## config.mk

```make
export PLATFORM = sky130hd
export DESIGN_NAME = dac_stage_buffer
export DESIGN_NICKNAME = d
export VERILOG_FILES = /design/src/rtl/dsb_pkg.sv /design/src/rtl/dsb_convert.sv /design/src/rtl/dsb_store.sv /design/src/rtl/dsb_drain.sv /design/src/rtl/dac_stage_buffer.sv
export SDC_FILE = /design/constraint.sdc
export NUM_CORES = 1
export LEC_CHECK = 0
export BUFFER_PORTS_ARGS = -buffer_cell sky130_fd_sc_hd__buf_2
export CAP_MARGIN = 5
export CORE_UTILIZATION = 54
export DETAILED_ROUTE_END_ITERATION = 7
export MAX_ROUTING_LAYER = met4
export PLACE_DENSITY = 0.76
export SLEW_MARGIN = 25
export SYNTH_ARGS = -nofsm -noshare
export SYNTH_HDL_FRONTEND = slang
export SYNTH_HIERARCHICAL = 1
export SYNTH_SLANG_ARGS = --single-unit
```

## constraint.sdc

```tcl
create_clock -name clk -period 4.2 [get_ports clk]
set_input_delay 0.84 -clock clk [delete_from_list [all_inputs] [get_ports clk]]
set_output_delay 0.84 -clock clk [all_outputs]
set_load 0.1 [all_outputs]
```

## src/rtl/dsb_pkg.sv

```systemverilog
// dsb_pkg: shared types for the DAC staging buffer.
// Assumes nothing beyond IEEE 1800-2017.
package dsb_pkg;

    // Conversion selected on the write side.
    typedef enum logic [1:0] {
        CONV_FLIP      = 2'b00,
        CONV_SCALE     = 2'b01,
        CONV_CLAMP     = 2'b10,
        CONV_CLAMP_ALT = 2'b11
    } conv_mode_e;

endpackage

```

## src/rtl/dsb_convert.sv

```systemverilog
// dsb_convert: turns a packed pair of signed samples into unsigned DAC codes.
// Assumes SAMPLE_W >= 9. The top usable code is full scale minus one LSB of
// the upper byte (0xFF00 for 16 bits); the bias is half of that value.
module dsb_convert
    import dsb_pkg::*;
#(
    parameter int SAMPLE_W = 16,
    parameter int CHANNELS = 2
) (
    input  conv_mode_e                     mode,
    input  logic [CHANNELS*SAMPLE_W-1:0]   raw_word,
    output logic [CHANNELS*SAMPLE_W-1:0]   code_word
);

    localparam logic [SAMPLE_W-1:0] SIGN_BIT = SAMPLE_W'(1) << (SAMPLE_W - 1);
    localparam int                  TOP_CODE = (1 << SAMPLE_W) - (1 << (SAMPLE_W - 8));
    localparam logic [SAMPLE_W-1:0] BIAS_U   = SAMPLE_W'(TOP_CODE / 2);
    localparam logic signed [SAMPLE_W-1:0] POS_LIM = BIAS_U;
    localparam logic signed [SAMPLE_W-1:0] NEG_LIM = -POS_LIM;

    for (genvar ch = 0; ch < CHANNELS; ch++) begin : g_chan
        logic signed [SAMPLE_W-1:0] smp;
        logic        [SAMPLE_W-1:0] flipped;
        logic        [SAMPLE_W+7:0] product;
        logic        [SAMPLE_W-1:0] scaled;
        logic signed [SAMPLE_W-1:0] limited;
        logic        [SAMPLE_W-1:0] clamped;

        assign smp     = raw_word[ch*SAMPLE_W +: SAMPLE_W];
        assign flipped = smp ^ SIGN_BIT;
        // offset value times 255, computed as x*256 - x
        assign product = ({8'd0, flipped} << 8) - {8'd0, flipped};
        assign scaled  = product[SAMPLE_W+7:8];

        // Purpose: symmetric clamp of the signed sample to the bias range.
        always_comb begin
            if (smp > POS_LIM)      limited = POS_LIM;
            else if (smp < NEG_LIM) limited = NEG_LIM;
            else                    limited = smp;
        end

        assign clamped = $unsigned(limited) + BIAS_U;

        // Purpose: pick the code for this channel from the selected mode.
        always_comb begin
            unique case (mode)
                CONV_FLIP:  code_word[ch*SAMPLE_W +: SAMPLE_W] = flipped;
                CONV_SCALE: code_word[ch*SAMPLE_W +: SAMPLE_W] = scaled;
                default:    code_word[ch*SAMPLE_W +: SAMPLE_W] = clamped;
            endcase
        end
    end

endmodule

```

## src/rtl/dsb_store.sv

```systemverilog
// dsb_store: small circular store with a write index, a read index and a
// fill level. Pops when the drain side is ready and data is held. Writes into
// a full store are dropped and latch a sticky overflow flag.
// Assumes DEPTH >= 2. Synchronous active-low reset.
module dsb_store #(
    parameter int DEPTH  = 4,
    parameter int WORD_W = 32,
    localparam int PTR_W = $clog2(DEPTH),
    localparam int LVL_W = $clog2(DEPTH + 1)
) (
    input  logic              clk,
    input  logic              rst_n,
    input  logic              push_req,
    input  logic [WORD_W-1:0] push_word,
    input  logic              drain_ok,
    output logic              pop,
    output logic [WORD_W-1:0] head_word,
    output logic [LVL_W-1:0]  level,
    output logic              overflow
);

    logic [WORD_W-1:0] slots [DEPTH];
    logic [PTR_W-1:0]  wr_idx;
    logic [PTR_W-1:0]  rd_idx;
    logic              full;
    logic              push;

    assign full      = (level == LVL_W'(DEPTH));
    assign push      = push_req && !full;
    assign pop       = drain_ok && (level != '0);
    assign head_word = slots[rd_idx];

    // Purpose: advance an index by one with wrap at DEPTH.
    function automatic logic [PTR_W-1:0] bump(input logic [PTR_W-1:0] idx);
        return (idx == PTR_W'(DEPTH - 1)) ? '0 : idx + PTR_W'(1);
    endfunction

    // Purpose: store an accepted word in the slot under the write index.
    always_ff @(posedge clk) begin
        if (push) slots[wr_idx] <= push_word;
    end

    // Purpose: update the indices, the fill level and the overflow flag.
    always_ff @(posedge clk) begin
        if (!rst_n) begin
            wr_idx   <= '0;
            rd_idx   <= '0;
            level    <= '0;
            overflow <= 1'b0;
        end else begin
            if (push) wr_idx <= bump(wr_idx);
            if (pop)  rd_idx <= bump(rd_idx);
            unique case ({push, pop})
                2'b10:   level <= level + LVL_W'(1);
                2'b01:   level <= level - LVL_W'(1);
                default: level <= level;
            endcase
            if (push_req && full) overflow <= 1'b1;
        end
    end

    a_r3_level_bound: assert property (@(posedge clk) disable iff (!rst_n)
        level <= LVL_W'(DEPTH));

    a_r9_level_hold: assert property (@(posedge clk) disable iff (!rst_n)
        (push && pop) |=> $stable(level));

    a_r8_full_sets_flag: assert property (@(posedge clk) disable iff (!rst_n)
        (push_req && full) |=> overflow);

    a_r8_flag_sticky: assert property (@(posedge clk) disable iff (!rst_n)
        overflow |=> overflow);

endmodule

```

## src/rtl/dsb_drain.sv

```systemverilog
// dsb_drain: output register stage. Loads both channel codes from the head
// word on a pop and pulses a load strobe for one cycle.
// Assumes the upper channel of the word is the left DAC.
module dsb_drain #(
    parameter int SAMPLE_W = 16
) (
    input  logic                  clk,
    input  logic                  rst_n,
    input  logic                  pop,
    input  logic [2*SAMPLE_W-1:0] head_word,
    output logic [SAMPLE_W-1:0]   left_code,
    output logic [SAMPLE_W-1:0]   right_code,
    output logic                  load
);

    // Purpose: capture the head word into both DAC channels on a pop.
    always_ff @(posedge clk) begin
        if (!rst_n) begin
            left_code  <= '0;
            right_code <= '0;
            load       <= 1'b0;
        end else begin
            load <= pop;
            if (pop) begin
                left_code  <= head_word[2*SAMPLE_W-1:SAMPLE_W];
                right_code <= head_word[SAMPLE_W-1:0];
            end
        end
    end

    a_r4_codes_hold: assert property (@(posedge clk) disable iff (!rst_n)
        !pop |=> ($stable(left_code) && $stable(right_code)));

endmodule

```

## src/rtl/dac_stage_buffer.sv

```systemverilog
// dac_stage_buffer: four-entry staging buffer between a bursty stereo sample
// reader and a pair of ready-driven DAC channels. Converts on the write side,
// drains on DAC readiness.
// Assumes in_sample is two's complement, left half on top.
module dac_stage_buffer #(
    parameter int SAMPLE_W = 16,
    parameter int DEPTH    = 4,
    localparam int WORD_W  = 2 * SAMPLE_W,
    localparam int LVL_W   = $clog2(DEPTH + 1)
) (
    input  logic                clk,
    input  logic                rst_n,
    input  logic                in_valid,
    input  logic [WORD_W-1:0]   in_sample,
    input  logic [1:0]          conv_mode,
    input  logic                dac_ready,
    output logic [SAMPLE_W-1:0] dac_left,
    output logic [SAMPLE_W-1:0] dac_right,
    output logic                dac_load,
    output logic [LVL_W-1:0]    fill_level,
    output logic                overflow
);

    logic [WORD_W-1:0] coded;
    logic [WORD_W-1:0] head;
    logic              pop;

    dsb_convert #(.SAMPLE_W(SAMPLE_W), .CHANNELS(2)) i_convert (
        .mode      (dsb_pkg::conv_mode_e'(conv_mode)),
        .raw_word  (in_sample),
        .code_word (coded)
    );

    dsb_store #(.DEPTH(DEPTH), .WORD_W(WORD_W)) i_store (
        .clk       (clk),
        .rst_n     (rst_n),
        .push_req  (in_valid),
        .push_word (coded),
        .drain_ok  (dac_ready),
        .pop       (pop),
        .head_word (head),
        .level     (fill_level),
        .overflow  (overflow)
    );

    dsb_drain #(.SAMPLE_W(SAMPLE_W)) i_drain (
        .clk        (clk),
        .rst_n      (rst_n),
        .pop        (pop),
        .head_word  (head),
        .left_code  (dac_left),
        .right_code (dac_right),
        .load       (dac_load)
    );

    a_r3_load_needs_ready: assert property (@(posedge clk) disable iff (!rst_n)
        dac_load |-> ($past(dac_ready) && ($past(fill_level) != '0)));

    a_r3_level_drops_on_load: assert property (@(posedge clk) disable iff (!rst_n)
        (dac_ready && fill_level != '0 && !in_valid) |=> (fill_level == $past(fill_level) - LVL_W'(1)));

endmodule

```

==> results of run 1 <==
==> layer usage <==
metal	vias up	part of all wire	track usage
met3	14	0.053	0.0422
met2	197	0.50	0.396
li1	2506	-	-
met4	0	0.0079	0.0595
met1	2749	0.44	0.321
met5	-	0	-
==> flip-flops by register name, indices dropped and copies added, names as in the netlist, named ones only <==
signal              count
i_store/level           3
i_store/rd_idx          2
i_drain/right_code     16
i_drain/left_code      16
i_store/wr_idx          2
i_store/slots         128
i_drain/load            1
i_store/overflow        1
==> power by group <==
| part | internal (mW) | leakage [nW] | switching, mW |
|---|---|---|---|
| combinational | 0.591 | 1.61 | 1.32 |
| clock | 1.00 | 0.298 | 0.626 |
| sequential | 2.10 | 1.54 | 0.159 |
==> through the flow <==
step / hold slack (ns) / cells
2_1_floorplan: 0.468 / 618
3_3_place_gp: 0.477 / 854
3_5_place_dp: 0.496 / 854
4_1_cts: 0.512 / 886
5_1_grt: 0.532 / 886
6_report: 0.500 / 886
==> cells by family after synthesis <==
group                      count (synthesis)
AOI/OAI and AO/OA                        118
xor gates and xnor gates                  27
adders and majority gates                 27
buffers and inverters                     63
DFF                                      171
muxes                                     69
and+or+nand+nor                          143
==> placed cells by master, fill, tap and decap left out, drive strengths merged, types with 14 or more instances in the layout <==
| cell | Yosys | final |
|---|---|---|
| ha | 26 | 26 |
| a22o | 14 | 14 |
| xnor2 | 19 | 19 |
| buf | 14 | 81 |
| mux4 | 32 | 32 |
| inv | 30 | 33 |
| nand2 | 26 | 26 |
| clkbuf | 19 | 19 |
| o21ai | 17 | 17 |
| nor2b | 36 | 36 |
| edfxtp | 128 | 128 |
| dfxtp | 43 | 43 |
| a21oi | 22 | 22 |
| mux2i | 36 | 36 |
| nor2 | 21 | 21 |
==> worst max path at each step <==
stage | start | end | slack [ns] | cells after the start
after floorplan | in_sample[25] | i_store/slots[0][31]$_DFFE_PP_ | 0.25 | 17
after global placement | in_sample[25] | i_store/slots[0][31]$_DFFE_PP_ | 0.31 | 15
after detailed placement | in_sample[25] | i_store/slots[1][31]$_DFFE_PP_ | 0.22 | 15
after CTS | in_sample[25] | i_store/slots[1][31]$_DFFE_PP_ | 0.65 | 15
after global routing | in_sample[25] | i_store/slots[1][31]$_DFFE_PP_ | 0.30 | 15
final | in_sample[25] | i_store/slots[1][31]$_DFFE_PP_ | 0.61 | 15
==> synthesized netlist by cell type (all sizes together) (10+ instances only) <==
library cell  number
edfxtp           128
mux2i             36
a21oi             22
mux4              32
buf               14
inv               30
dfxtp             43
nor2b             36
a211oi            10
clkbuf            19
nand3             10
o21ai             17
xnor2             19
nor2              21
nand2             26
ha                26
a22o              14
==> worst max-delay path, delay by kind of cell <==
kind	cells	cell delay, ns
XOR/XNOR	1	0.18
buffers and inverters	3	0.38
AND/OR/NAND/NOR	6	1.25
adder cells (fa/ha/maj)	2	0.63
AO/OA/AOI/OAI	3	0.54
==> final cells by class <==
cell class                      instances  share of cell area
Sequential cell                       171               0.499
Tap cell                              188              0.0249
Multi-Input combinational cell        384               0.354
Inverter                               30              0.0119
Clock buffer                           19              0.0459
Clock inverter                         13              0.0200
Timing Repair Buffer                   81              0.0448
==> out/metrics.yaml, run 1 <==
floorplan:
  start_util: 0.553
  core_mm2: 0.0151
  die_w_um: 127
  ios: 75
  die_h_um: 127
  num_rows: 45
  die_area_mm2: 0.0160
timing:
  period_share: 0.855
  rsz0062_at_grt: "no"
  setup_viol: 0
  tns_ns: 0
  period_needed_ns: 3.59
  worst_slew_pin_slew_ns: 0.923
  drv_slew: 0
  relSlewSlack: 0.385
  hold_viol: 0
  fin_ws_ns: 0.609
  clock_skew_ns: 0.00781
  fmax_mhz: 278
drt:
  ant_nets: 0
  num_vias: 5466
  drc: 0
  wl_um: 18000
  routed_via_density: 6.17
  wire_per_inst_um: 20.3
  first_pass_iters: 7
  drt_iter0_drc: 336
worst_setup_path:
  cp_max_fo: 11
  worst_path_largest_cell_delay_ns: 0.34
  crit_path_top_delay_cell: "or3_1"
  crit_chain: "buf_2 > inv_1 > nand4_1 > or3_1 > or3_1 > nand2_1 > ha_1 > inv_1 > a21boi_0 > ha_1 > nand2_1 > o31ai_1 > xor2_1 > o22ai_1 > nor2_1"
  rr_startpoint: "i_store/level[2]$_SDFFE_PN0P_"
  critPathKind: "in2reg"
  startpoint_type: "input pin"
  crit_arrival_ns: 3.82
  r2r_cells: 9
  crit_path_end_kind: "register"
  cp.required_ns: 4.43
  rr_endpoint: "i_store/level[2]$_SDFFE_PN0P_"
  r2r_slack_ns: 1.71
outcome:
  outcome: "completed"
layout:
  postLayoutCellArea_mm2: 0.00944
  multi_input_area_mm2: 0.00334
  drive_gt1_frac: 0.235
  fin_nets: 750
  seqCellArea_mm2: 0.00471
  area_growth_pct: 12.7
  n_fill_cell: 1121
  utilization: 0.623
  n_antenna_cell: 0
clocking:
  cts_tree: "built"
  numCtsBuffers: 17
  clkTransAtPathRegs_ns: 0.06
  h-tree-depth: 4
  insertion_delay_ns: 0.42
  cts_setup_buffers: 0
  clock_sinks: 171
  ctsHoldBuffers: 0
  cts_resized: 0
  root_buffer: "clkbuf_16"
  clockBufferDepth: 2
global_route:
  gr-usage-all-layers: 0.244
  grt_pass1_wl_um: 28600
  grt_pass1_vias: 5365
  antenna_found_initial: 0
  grt_overflow: 0
  grt_max_degree: 46
flow_run:
  cap_violations: 0
pwr:
  p_leak_nw: 3.45
  fin_total_pwr_mw: 5.79
  ir_drop_mv: 0.407
  p_per_area_mw_per_mm2: 614
place:
  gp_congestion: 0.850
  pre_cts_ws_ns: 0.220
  port_buffers: 74
  hpwl_um: 12000
  place_area_mm2: 0.00882
logic_synthesis:
  synth_top_area_share: 0.459
  synth-seq-cells: 171
  yosys.cell_types.count: 70
  async_flop_share: 0
  synthTopCellsByArea: "edfxtp_1 46%, dfxtp_1 10%, mux4_2 8.6%"
  synthCells: 618
  yosysWarnings: 6
  synth_top_family_by_area: "multiplexers"
  synth_edf_count: 128
  synth_compound_area_frac: 0.104
  syn-num-nets: 683
  synth_flop_cell: "edfxtp_1"
  ys_seq_area_frac: 0.562
  synth-xor-area-share: 0.0282
  syn-cell-area_mm2: 0.00837
  synth_top_cell_by_area: "edfxtp_1"
  synth.area.mux_share: 0.130
  synth-simple-area-share: 0.0944
  syn_avg_cell_area_um2: 13.5
  synth-adder-area-share: 0.0412
min_path:
  hp-class: "reg2reg"
  whs_path_depth: 2
  worstHoldStart: "i_store/overflow$_SDFFE_PN0P_"
  holdPathEnd: "i_store/overflow$_SDFFE_PN0P_"
(Power assumes the default switching activity.)
==> inputs of run 2 (changes only) <==
- ABC_AREA: unset -> 1
- CORE_UTILIZATION: 54 -> 55
- PLACE_DENSITY: 0.76 -> 0.77
==> run 2 against run 1 <==
Net effect:
- cell area rose by 12%
- combinational power rose by 31%
- flip-flop and latch count did not move
- count of clock-buffer cells in the layout did not move
- non-clock buffer count rose by 1
- sequential power barely moved
- clock skew rose by 0.0046 ns
==> out/metrics.yaml, run 2 <==
drt:
  drc: 0
  routed_via_density: 5.35
  ant_nets: 0
  wl_um: 21600
  num_vias: 7755
  first_pass_iters: 5
  wire_per_inst_um: 14.9
  drt_iter0_drc: 697
timing:
  fmax_mhz: 335
  clock_skew_ns: 0.0124
  fin_ws_ns: 1.22
  drv_slew: 0
  period_needed_ns: 2.98
  period_share: 0.711
  timing.hold.ws_ns: 0.465
  setup_viol: 0
  worst_slew_pin_slew_ns: 0.726
  rsz0062_at_grt: "no"
  hold_viol: 0
  relSlewSlack: 0.511
  tns_ns: 0
clocking:
  root_buffer: "clkbuf_16"
  cts_tree: "built"
  insertion_delay_ns: 0.42
  h-tree-depth: 4
  clockBufferDepth: 2
  cts_setup_buffers: 0
  clock_sinks: 171
  clkTransAtPathRegs_ns: 0.06
  cts_resized: 0
  ctsHoldBuffers: 0
  numCtsBuffers: 17
global_route:
  grt_max_degree: 66
  grt_overflow: 0
  grt_pass1_vias: 7127
  antenna_found_initial: 0
  grt_pass1_wl_um: 35100
  gr-usage-all-layers: 0.260
layout:
  layout_commonest_cell: "nand2_1"
  n_fill_cell: 1465
  regMostFlops: "i_store/slots"
  utilization: 0.628
  area_growth_pct: 10.7
  final_cell_mix: "242 x nand2_1, 220 x nor2_1, 128 x edfxtp_1, 127 x inv_1, 74 x buf_2"
  drive_gt1_frac: 0.130
  largest_register_ffs: 128
  n_antenna_cell: 0
  reg.largest.list: "i_store/slots (128), i_drain/left_code (16), i_drain/right_code (16)"
  fin_nets: 1282
logic_synthesis:
  synth_edf_count: 128
  synthCells: 1155
  synth-seq-cells: 171
  synth_most_common_cell: "nand2_1"
  ys_seq_area_frac: 0.495
  synth_top_cell_by_area: "edfxtp_1"
  syn-cell-area_mm2: 0.00951
  synth_top_area_share: 0.404
  yosys.cell_types.count: 48
  syn_avg_cell_area_um2: 8.24
  syn-num-nets: 1220
  yosysWarnings: 6
  ys_top_cells_by_count: "242 x nand2_1, 224 x nor2_1, 128 x edfxtp_1, 128 x inv_1, 73 x nand3_1"
  synthTopCellsByArea: "edfxtp_1 40%, nand2_1 9.6%, dfxtp_1 9.1%"
  async_flop_share: 0
  synth_flop_cell: "edfxtp_1"
place:
  hpwl_um: 15000
  gp_congestion: 0.988
  port_buffers: 74
  pre_cts_ws_ns: 0.803
pwr:
  combinationalPowerShare: 0.390
  p_int_mw: 3.72
  p_sw_frac: 0.419
  power_frac_clock: 0.257
  power_switching_mw: 2.68
  fin_total_pwr_mw: 6.40
  p_seq_frac: 0.353
  ir_drop_mv: 0.538
  p_leak_nw: 4.58
  p_per_area_mw_per_mm2: 608
worst_setup_path:
  worst_path_largest_cell_delay_ns: 0.38
  critPathKind: "in2reg"
  cp.required_ns: 4.35
  rr_endpoint: "i_drain/right_code[11]$_SDFFE_PN0P_"
  critPathMostFrequentCell: "inv_1"
  r2r_slack_ns: 2.21
  crit_path_top_delay_cell: "ha_1"
  crit_path_end_kind: "register"
  crit_arrival_ns: 3.13
  endpoint: "i_store/slots[3][27]$_DFFE_PP_"
  critical_path_depth: 13
  cp-startpoint: "in_sample[24]"
  cp_top_family: "simple AND/OR/NAND/NOR gates"
  path_buf_inv: 4
  cp_max_fo: 10
  r2r_cells: 7
  startpoint_type: "input pin"
  crit_chain: "buf_2 > nor2_1 > inv_1 > o41ai_1 > ha_1 > inv_1 > a21oi_1 > ha_1 > inv_1 > nor2_1 > nand2_1 > nand3_1 > nand3_1"
flow_run:
  cap_violations: 0
floorplan:
  die_w_um: 134
  num_rows: 47
  die_area_mm2: 0.0178
  ios: 75
  die_h_um: 134
  start_util: 0.568
  core_mm2: 0.0168
min_path:
  whs_path_depth: 1
  hp-class: "reg2reg"
outcome:
  outcome: "completed"
## run 2: area by class of cell
cell class / count / area (um^2) / area share
well taps: 220 / 275 / 0.0262
clock buffers: 19 / 433 / 0.0411
clock inverters: 13 / 199 / 0.0189
multi-input cells: 808 / 3960 / 0.376
repair buffers: 82 / 430 / 0.0409
flip-flops and latches: 171 / 4710 / 0.447
inverters: 137 / 524 / 0.0498
## run 2: cells by family (layout without fill, tap and decap cells)
family                     count (synthesis)  after routing  synth area share
buffers and inverters                    176            251            0.0902
DFF                                      171            171             0.495
xor gates and xnor gates                   9              9           0.00908
and+or+nand+nor                          597            597             0.268
AOI/OAI and AO/OA                        175            175             0.102
adders and majority gates                 27             27            0.0363
## run 2: metal layers
layer,vias up,wire [um],global-route usage
met4,0,331,0.0865
met2,336,9460,0.390
met3,26,1700,0.0419
met1,3451,10100,0.360
li1,3942,-,-
met5,-,0,-
## run 2: worst min path at each step
| stage | slack, ns | end | start |
|---|---|---|---|
| 2_1_floorplan | 0.48 | register | i_store/rd_idx[1]$_SDFFE_PN0P_ |
| 3_3_place_gp | 0.44 | i_store/overflow$_SDFFE_PN0P_ | i_store/overflow$_SDFFE_PN0P_ |
| 3_5_place_dp | 0.45 | i_store/overflow$_SDFFE_PN0P_ | i_store/overflow$_SDFFE_PN0P_ |
| 4_1_cts | 0.47 | i_store/overflow$_SDFFE_PN0P_ | i_store/overflow$_SDFFE_PN0P_ |
| 5_1_grt | 0.48 | i_drain/right_code[10]$_SDFFE_PN0P_ | i_drain/right_code[10]$_SDFFE_PN0P_ |
| 6_report | 0.46 | i_store/overflow$_SDFFE_PN0P_ | i_store/overflow$_SDFFE_PN0P_ |
## run 2: worst reg2reg max path: stages (launching register included)
cell,delay (ns)
dfxtp_2,0.77
buf_4,0.44
o21ai_0,0.18
o22ai_1,0.26
inv_1,0.06
nand2_1,0.06
nand2_1,0.05
nor2_1,0.10
## run 2: power by group through the flow
stage	clock network, mW	registers, mW	logic [mW]
CTS	1.67	2.26	2.50
global route	1.74	2.29	2.71
detailed placement	0	2.29	2.48
finish	1.64	2.26	2.50
global placement	0	2.29	2.46
floorplan	0	3.15	1.24
## run 2: per-stage QoR
| step | area (um^2) | std cells |
|---|---|---|
| 3_3_place_gp | 9890 | 1418 |
| 4_1_cts | 10500 | 1450 |
| 2_1_floorplan | 9510 | 1155 |
| 3_5_place_dp | 9890 | 1418 |
| 5_1_grt | 10500 | 1450 |
| 6_report | 10500 | 1450 |
